## src/rtl/bcd_rtc.sv

```systemverilog
module bcd_rtc #(
  parameter int TICKS_PER_SEC = 32768,
  parameter int AW = 4
) (
  input  logic          clk,
  input  logic          rst_n,
  input  logic          tick,
  input  logic          wr_en,
  input  logic [AW-1:0] addr,
  input  logic [7:0]    wdata,
  output logic [7:0]    rdata
);
  localparam int DW = (TICKS_PER_SEC > 1) ? $clog2(TICKS_PER_SEC) : 1;
  localparam logic [DW-1:0] DLAST = DW'(TICKS_PER_SEC - 1);
  localparam logic [AW-1:0] A_CTRL = AW'(8);
  localparam logic [AW-1:0] A_STAT = AW'(9);
  localparam logic [AW-1:0] A_TEND = AW'(7);

  function automatic logic [7:0] bcd_inc(input logic [7:0] v);
    return (v[3:0] >= 4'd9) ? {v[7:4] + 4'd1, 4'd0} : {v[7:4], v[3:0] + 4'd1};
  endfunction

  function automatic logic [7:0] fmask(input int i);
    case (i)
      0, 1:    return 8'h7F;
      2, 3:    return 8'h3F;
      4:       return 8'h1F;
      5:       return 8'hFF;
      default: return 8'h07;
    endcase
  endfunction

  function automatic logic [7:0] last_day(input logic [7:0] mon, input logic [7:0] yr);
    logic [4:0] s;
    s = {yr[7:4], 1'b0} + {1'b0, yr[3:0]};
    case (mon)
      8'h02:                      return (s[1:0] == 2'd0) ? 8'h29 : 8'h28;
      8'h04, 8'h06, 8'h09, 8'h11: return 8'h30;
      default:                    return 8'h31;
    endcase
  endfunction

  logic [6:0][7:0] tm, shd;
  logic [DW-1:0]   div;
  logic            stop, snap_req, rsel, pwr_flag, snap_flag;
  logic            sec_en, c_sec, c_min, c_hr, c_mon, c_yr;
  logic            wr_time, snap_go;

  assign wr_time = wr_en && (addr < A_TEND);
  assign snap_go = wr_en && (addr == A_CTRL) && wdata[6] && !snap_req;
  assign sec_en  = tick && !stop && (div == DLAST);
  assign c_sec   = sec_en && (tm[0] >= 8'h59);
  assign c_min   = c_sec  && (tm[1] >= 8'h59);
  assign c_hr    = c_min  && (tm[2] >= 8'h23);
  assign c_mon   = c_hr   && (tm[3] >= last_day(tm[4], tm[5]));
  assign c_yr    = c_mon  && (tm[4] >= 8'h12);

  always_ff @(posedge clk or negedge rst_n) begin
    if (!rst_n)           div <= '0;
    else if (stop)        div <= '0;
    else if (tick)        div <= (div == DLAST) ? '0 : div + 1'b1;
  end

  always_ff @(posedge clk or negedge rst_n) begin
    if (!rst_n) begin
      tm <= {8'h06, 8'h00, 8'h01, 8'h01, 8'h00, 8'h00, 8'h00};
    end else begin
      if (sec_en) tm[0] <= c_sec ? 8'h00 : bcd_inc(tm[0]);
      if (c_sec)  tm[1] <= c_min ? 8'h00 : bcd_inc(tm[1]);
      if (c_min)  tm[2] <= c_hr  ? 8'h00 : bcd_inc(tm[2]);
      if (c_hr) begin
        tm[3] <= c_mon ? 8'h01 : bcd_inc(tm[3]);
        tm[6] <= (tm[6] >= 8'h06) ? 8'h00 : tm[6] + 8'h01;
      end
      if (c_mon)  tm[4] <= c_yr ? 8'h01 : bcd_inc(tm[4]);
      if (c_yr)   tm[5] <= (tm[5] >= 8'h99) ? 8'h00 : bcd_inc(tm[5]);
      if (wr_time) begin
        for (int i = 0; i < 7; i++) begin
          if (addr == AW'(i)) begin
            if (i == 6 && wdata[2:0] == 3'd7) tm[i] <= 8'h00;
            else                              tm[i] <= wdata & fmask(i);
          end
        end
      end
    end
  end

  always_ff @(posedge clk or negedge rst_n) begin
    if (!rst_n) begin
      shd <= {8'h06, 8'h00, 8'h01, 8'h01, 8'h00, 8'h00, 8'h00};
    end else if (snap_go) begin
      shd <= tm;
    end
  end

  always_ff @(posedge clk or negedge rst_n) begin
    if (!rst_n) begin
      stop      <= 1'b0;
      snap_req  <= 1'b0;
      rsel      <= 1'b0;
      pwr_flag  <= 1'b1;
      snap_flag <= 1'b0;
    end else begin
      if (wr_en && addr == A_CTRL) begin
        stop     <= wdata[0];
        snap_req <= wdata[6];
        rsel     <= wdata[7];
      end
      if (wr_en && addr == A_STAT) begin
        if (wdata[1]) pwr_flag  <= 1'b0;
        if (wdata[2]) snap_flag <= 1'b0;
      end
      if (snap_go) snap_flag <= 1'b1;
    end
  end

  always_comb begin
    if (addr < A_TEND)        rdata = rsel ? shd[addr[2:0]] : tm[addr[2:0]];
    else if (addr == A_CTRL)  rdata = {rsel, snap_req, 5'b0, stop};
    else if (addr == A_STAT)  rdata = {5'b0, snap_flag, pwr_flag, stop};
    else                      rdata = 8'h00;
  end
endmodule


```

## config.mk

```make
export PLATFORM = sky130hd
export DESIGN_NAME = bcd_rtc
export DESIGN_NICKNAME = d
export VERILOG_FILES = /design/src/rtl/bcd_rtc.sv
export SDC_FILE = /design/constraint.sdc
export NUM_CORES = 1
export LEC_CHECK = 0
export BUFFER_PORTS_ARGS = -buffer_cell sky130_fd_sc_hd__buf_2
export CELL_PAD_IN_SITES_DETAIL_PLACEMENT = 1
export CELL_PAD_IN_SITES_GLOBAL_PLACEMENT = 1
export CORE_ASPECT_RATIO = 1.1
export CORE_UTILIZATION = 40
export CTS_CLUSTER_SIZE = 16
export DETAILED_ROUTE_END_ITERATION = 8
export GPL_TIMING_DRIVEN = 0
export PLACE_DENSITY_LB_ADDON = 0.1
export SYNTH_ARGS = -nofsm -noshare
export SYNTH_HDL_FRONTEND = slang
export SYNTH_SLANG_ARGS = --single-unit
```

## constraint.sdc

```tcl
create_clock -name clk -period 3.05 [get_ports clk]
set_clock_uncertainty 0.15 [all_clocks]
set_input_delay 0.4575 -clock clk [delete_from_list [all_inputs] [get_ports clk]]
set_output_delay 0.4575 -clock clk [all_outputs]
set_load 0.01 [all_outputs]
```

---- Word-level counts from Yosys, hierarchy flattened ----
Index checks and enable logic that the tools add are counted.
storage, ports and cells
  register bits after elaboration ......... 132
  bits of input ports ..................... 16
  word-level logic and storage cells ...... 154
operators by class
  add/subtract/negate cells ............... 15
  magnitude comparators ................... 15
  eq/ne operators ......................... 15
  muxes and demuxes ....................... 60
  bitwise logic cells ..................... 7
  reduce and logical (&&, ||, !) cells .... 22
operators by type and width
  cell                                                                    count
  8-bit two-way mux                                                       48
  8-bit bitwise AND                                                       7
  56-bit two-way mux                                                      1
  4-bit by 1-bit adder with 4-bit output (second input constant)          12
  8-bit binary-select mux with 3-bit select                               2
  15-bit two-way mux                                                      3
  4-bit >= comparator (second input constant)                             6
  8-bit by 3-bit == test with 1-bit output (second input constant)        2
  8-bit by 7-bit >= comparator with 1-bit output (second input constant)  2
  15-bit by 1-bit adder with 15-bit output (second input constant)        1
  15-bit == test (second input constant)                                  1
  4-bit by 3-bit == test with 1-bit output (second input constant)        3
  1-bit logical AND                                                       12
  5-bit case mux with 2 select lines                                      1
  8-bit by 1-bit adder with 8-bit output (second input constant)          1
  4-bit by 2-bit == test with 1-bit output (second input constant)        2
  4-bit == test (second input constant)                                   2
  8-bit by 2-bit == test with 1-bit output (second input constant)        1
  8-bit by 4-bit == test with 1-bit output (second input constant)        1
  8-bit by 5-bit == test with 1-bit output (second input constant)        1
  8-bit by 3-bit >= comparator with 1-bit output (second input constant)  1
  8-bit by 5-bit >= comparator with 1-bit output (second input constant)  1
  8-bit by 6-bit >= comparator with 1-bit output (second input constant)  1
  8-bit >= comparator                                                     1
  14 further kinds                                                        21

---- Depth between registers and ports, before layout ----
  depth in word-level cells ............... 12
  mapped depth ............................ 15

---- Least setup slack after synthesis ----
OpenSTA, ideal clock, no wires.
  path kind ............................... reg2reg
  start point ............................. register tm[32] (netlist bit)
  end point ............................... register tm[26] (netlist bit)
  library setup time ...................... 0.064 ns
  arrival ................................. 2.927 ns
  setup slack ............................. -0.091 ns
  cell stages (with the launch flop) ...... 16
  path buffers ............................ 1
  cell sequence ........................... dfstp_2 -> inv_1 -> ha_1 -> o211ai_1 -> a21oi_1 -> a31oi_1 -> nor3_1 -> a21oi_1 -> ha_1 -> nor4b_1 -> o21ai_0 -> a21oi_2 -> buf_2 -> nand3_1 -> o41ai_1 -> a21o_1
on the way
  cells in the longest elaborated chain, start to end .. 9
  elaborated cells on any way between the ends .. 13
  classes of those cells .................. order compare: 1; eq/ne: 5; mux: 5; reduce/logical: 2
RTL lines
  what                                                                    line  RTL
  from (decl)                                                             43    logic [6:0][7:0] tm, shd;
  from (signal assigned)                                                  66    tm <= {8'h06, 8'h00, 8'h01, 8'h01, 8'h00, 8'h00, 8'h00};
  from (signal, indexed assignment)                                       81    else tm[i] <= wdata & fmask(i);
  8-bit by 3-bit == test with 1-bit output, or another cell as far along  36    case (mon)
  4-bit OR reduction                                                      36
  5-bit case mux with 2 select lines *                                    36
  8-bit >= comparator *                                                   55    assign c_mon = c_hr && (tm[3] >= last_day(tm[4], tm[5]));
  1-bit logical AND *                                                     55
  8-bit two-way mux *                                                     72    tm[3] <= c_mon ? 8'h01 : bcd_inc(tm[3]);
  8-bit two-way mux *                                                     71    if (c_hr) begin
  8-bit two-way mux                                                       79    if (addr == AW'(i)) begin
  56-bit two-way mux *                                                    77    if (wr_time) begin
Every way passes the cells marked *; elsewhere a longest branch is shown, timed or not.
A chain may end at the register's enable or synchronous reset.

---- Final worst setup path ----
  start point ............................. register tm[32] (netlist bit)
  end point ............................... register tm[36] (netlist bit)
on the way
  cells in the longest elaborated chain, start to end .. 10
  elaborated cells on any way between the ends .. 17
  classes of those cells .................. order compare: 3; eq/ne: 5; mux: 6; reduce/logical: 3
RTL lines
  what                                                                    line  RTL
  8-bit by 3-bit == test with 1-bit output, or another cell as far along  36
  4-bit OR reduction                                                      36
  5-bit case mux with 2 select lines                                      36
  8-bit >= comparator                                                     55
  1-bit logical AND                                                       55
  1-bit logical AND                                                       56    assign c_yr = c_mon && (tm[4] >= 8'h12);
  8-bit two-way mux                                                       75    if (c_mon) tm[4] <= c_yr ? 8'h01 : bcd_inc(tm[4]);
  8-bit two-way mux *                                                     75
  8-bit two-way mux                                                       79
  56-bit two-way mux *                                                    77
Marked as above.

==> impl_metrics.toml <==
[drt]
vias_per_cell = 6.22
drtIter0Drc = 539
dr.pass1.iters = 7
wl_per_cell_um = 25.7
routed_wl_um = 29900
route.detailed.drc = 6
dr_total_vias = 7232
postRouteAntennaNets = 0

[clock_network]
cts-root-buf = "clkbuf_16"
clockBufferDepth = 2
tritoncts = "done"
clk_latency_ns = 0.43
clock-sinks = 132
cts.clk_slew.worst_paths_ns = 0.06
htree_levels = 4
cts_inserted_buffers = 17

[sta]
timing.fmax_mhz = 292
worst_slew_pin_slew_ns = 1.09
hold_violations = 0
max_slew_margin_pct = 27.1
rsz0062_at_grt = "yes"
post-route-period-util_pct = 112
timing.final.ws_setup_ns = -0.371
whs_ns = 0.127
setup_viol = 24
final_max_slew_viol_count = 0
min_period_ns = 3.42

[floorplan]
initial_core_util_pct = 41.0
chipHeight_um = 152
ios = 24
core.rowCount = 54
core-area_um2 = 19900
die_area_um2 = 21000
fp.dieW_um = 138

[final_layout]
syn_to_final_growth_pct = 21.1
fin_nets = 951
utilization_pct = 49.6
layout-drive-gt1-share_pct = 27.5
diodes = 0

[global_routing]
grt.busiest_layer = "met2"
grt_util_met3_pct = 5.70
first_global_vias = 7604
grt-ovfl-total = 0
grt_max_degree = 80
grt_pass1_wl_um = 45700
antenna_found_initial = 0
grtUsageMet2_pct = 45.4
met1_usage_pct = 39.0
grt_use_total_pct = 29.1

[yosys]
synth_edf_count = 0
ys.flop_type = "dfrtp_1"
ys.warnings.count = 0
syn_avg_cell_area_um2 = 9.86
ys_async_sr_fraction_pct = 100
synth_top_family_by_area = "simple AND/OR/NAND/NOR gates"
syn_inst = 828
netlist_area_um2 = 8160
syn_nets = 882
synth-compound-area-share_pct = 16.2
ys_seq_elements = 132
ys_seq_area_share_pct = 40.6
synth_fa_ha_area_share_pct = 5.82
synth_xor_xnor_area_share_pct = 0.966
synthSimpleGateAreaFrac_pct = 19.1
ys_types = 77
synthMuxAreaShare_pct = 13.2

[power_and_ir_drop]
intPower_mw = 4.22
p_comb_share_pct = 25.8
powerDensity_nw_per_um2 = 645
ir_drop_mv = 0.376
pwr-share-seq_pct = 37.6
p_leak_nw = 4.45
p_clk_share_pct = 36.5
swShare_pct = 33.7
finalPower_mw = 6.38
switching_power_mw = 2.15

[worst_setup_path]
path_class = "reg -> reg"
critPathSlowestCell = "dfstp_2"
max_stage_delay_ns = 0.57
crit_top_cell = "a21oi_2"
critPathLaunchType = "flip-flop"
crit_chain = "inv_4 > ha_4 > o211ai_1 > a21oi_2 > a31oi_1 > nor3_2 > a21oi_2 > ha_1 > nor4b_4 > o21ai_2 > a21oi_2 > buf_4 > buf_12 > nor4_4 > a21oi_1 > a21oi_1"
cp_max_fo = 7
crit_arrival_ns = 3.57
crit_required_ns = 3.20
crit_path_end_kind = "flip-flop"

[placement]
port-buffer-count = 20
hpwl_um = 21100
gp_congestion = 0.872

[run_status]
failed_checks = "design-rule violations, negative setup slack"
outcome = "finished with violations"

[flow_run]
drv_cap = 0

[worst_hold_path]
hold_path_class = "in -> reg"
-- state kept, by name (all words and copies together), names as in the netlist --
register	cells
shd	56
tm	56
rsel	1
pwr_flag	1
snap_req	1
stop	1
snap_flag	1
div	15
-- through the flow --
stage | instance area (µm²) | std cells | setup WS [ns] | setup TNS, ns
floorplan | 8180 | 828 | -0.00197 | -0.00197
global placement | 8590 | 1100 | -0.567 | -77.68
detailed placement | 8630 | 1101 | -0.659 | -13.70
CTS | 9700 | 1160 | -0.264 | -3.69
global route | 9880 | 1162 | -0.485 | -9.56
finish | 9880 | 1162 | -0.371 | -6.75
-- per-layer routing --
layer | share of wire (%) | vias up
li1 | - | 3191
met1 | 44 | 3746
met2 | 46 | 240
met3 | 5.5 | 55
met4 | 3.7 | 0
met5 | 0 | -
-- layout make-up --
cell class | count | area, µm²
Inverter | 27 | 106
Timing Repair Buffer | 51 | 395
Clock buffer | 19 | 453
Buffer | 44 | 267
Tap cell | 252 | 315
Clock inverter | 13 | 205
Sequential cell | 132 | 3320
Fill cell | 2221 | 10000
Multi-Input combinational cell | 624 | 4820
-- cells in the mapped netlist (all sizes together) (7+ instances only) --
cell,n,area share (%)
ha,38,5.8
nor3,19,1.7
nor2b,8,0.61
o31ai,15,1.4
clkbuf,20,0.92
a211oi,7,0.71
mux4,18,5.0
a31oi,13,1.0
a41oi,11,1.4
and2,9,0.69
dfstp,9,2.9
nor4,10,1.5
buf,25,1.9
and3,17,1.3
o21ai,78,4.8
nand2,98,4.7
a21oi,36,2.3
mux2,39,5.4
dfrtp,123,38
nand4,10,0.92
nand3,33,2.1
nor2,61,2.8
inv,27,1.2
mux2i,23,2.8
-- kinds of logic after synthesis --
kind of cell / count (synthesis)
buffers and inverters: 72
adder cells (fa/ha/maj): 38
multiplexers: 80
AND/OR/NAND/NOR: 293
XOR/XNOR: 9
AO/OA/AOI/OAI: 204
flip-flops: 132
-- path summary, 6_finish.rpt --
kind	from	endpoint	slack [ns]	cells after the start
worst max-delay path	tm[32]$_DFF_PN1_	tm[36]$_DFF_PN0_	-0.37	16
worst min-delay path	wdata[7]	tm[47]$_DFF_PN0_	0.13	2
max in group asynchronous	rst_n	shd[32]$_DFFE_PN1P_	1.44	3
min in group asynchronous	rst_n	div[0]$_DFFE_PN0P_	0.48	2
worst min register to register	pwr_flag$_DFFE_PN1P_	pwr_flag$_DFFE_PN1P_	0.30	2
worst max register to register	tm[32]$_DFF_PN1_	tm[36]$_DFF_PN0_	-0.37	16
-- repair_timing --
item                                   4_1_cts  5_1_grt
gates cloned                                 1        0
buffers inserted                            26        3
gates resized for setup                     59       34
hold buffers                                 1        0
setup endpoints to repair                   30       29
pin swaps                                   34       24
endpoints found under the hold margin       76        0
-- power by group through the flow --
stage | sequential [mW] | clock (mW) | combinational [mW]
after CTS | 2.38 | 2.34 | 1.55
after global routing | 2.43 | 2.41 | 1.80
after detailed placement | 2.40 | 0 | 1.36
final | 2.40 | 2.33 | 1.65
after floorplan | 2.25 | 0 | 0.954
after global placement | 2.38 | 0 | 1.31
-- critical path: cells and delay by family (launching register included) --
| family | cells | cell delay (ns) |
|---|---|---|
| adder cells (fa/ha/maj) | 2 | 0.42 |
| AO/OA/AOI/OAI | 8 | 1.33 |
| buffers and inverters | 3 | 0.36 |
| flip-flops | 1 | 0.57 |
| AND/OR/NAND/NOR | 3 | 0.47 |
-- cells in the final DEF, fill, tap and decap left out, types with 24 or more instances in the layout --
master | netlist | routed
mux2_2 | 39 | 39
nor2_1 | 60 | 58
dfrtp_1 | 123 | 120
inv_1 | 27 | 24
o21ai_0 | 71 | 66
nand2_1 | 95 | 94
buf_4 | 8 | 25
nand3_1 | 32 | 29
a21oi_1 | 35 | 29
ha_1 | 38 | 34
buf_2 | 11 | 28
No activity file was read; power rests on OpenSTA's default activity.
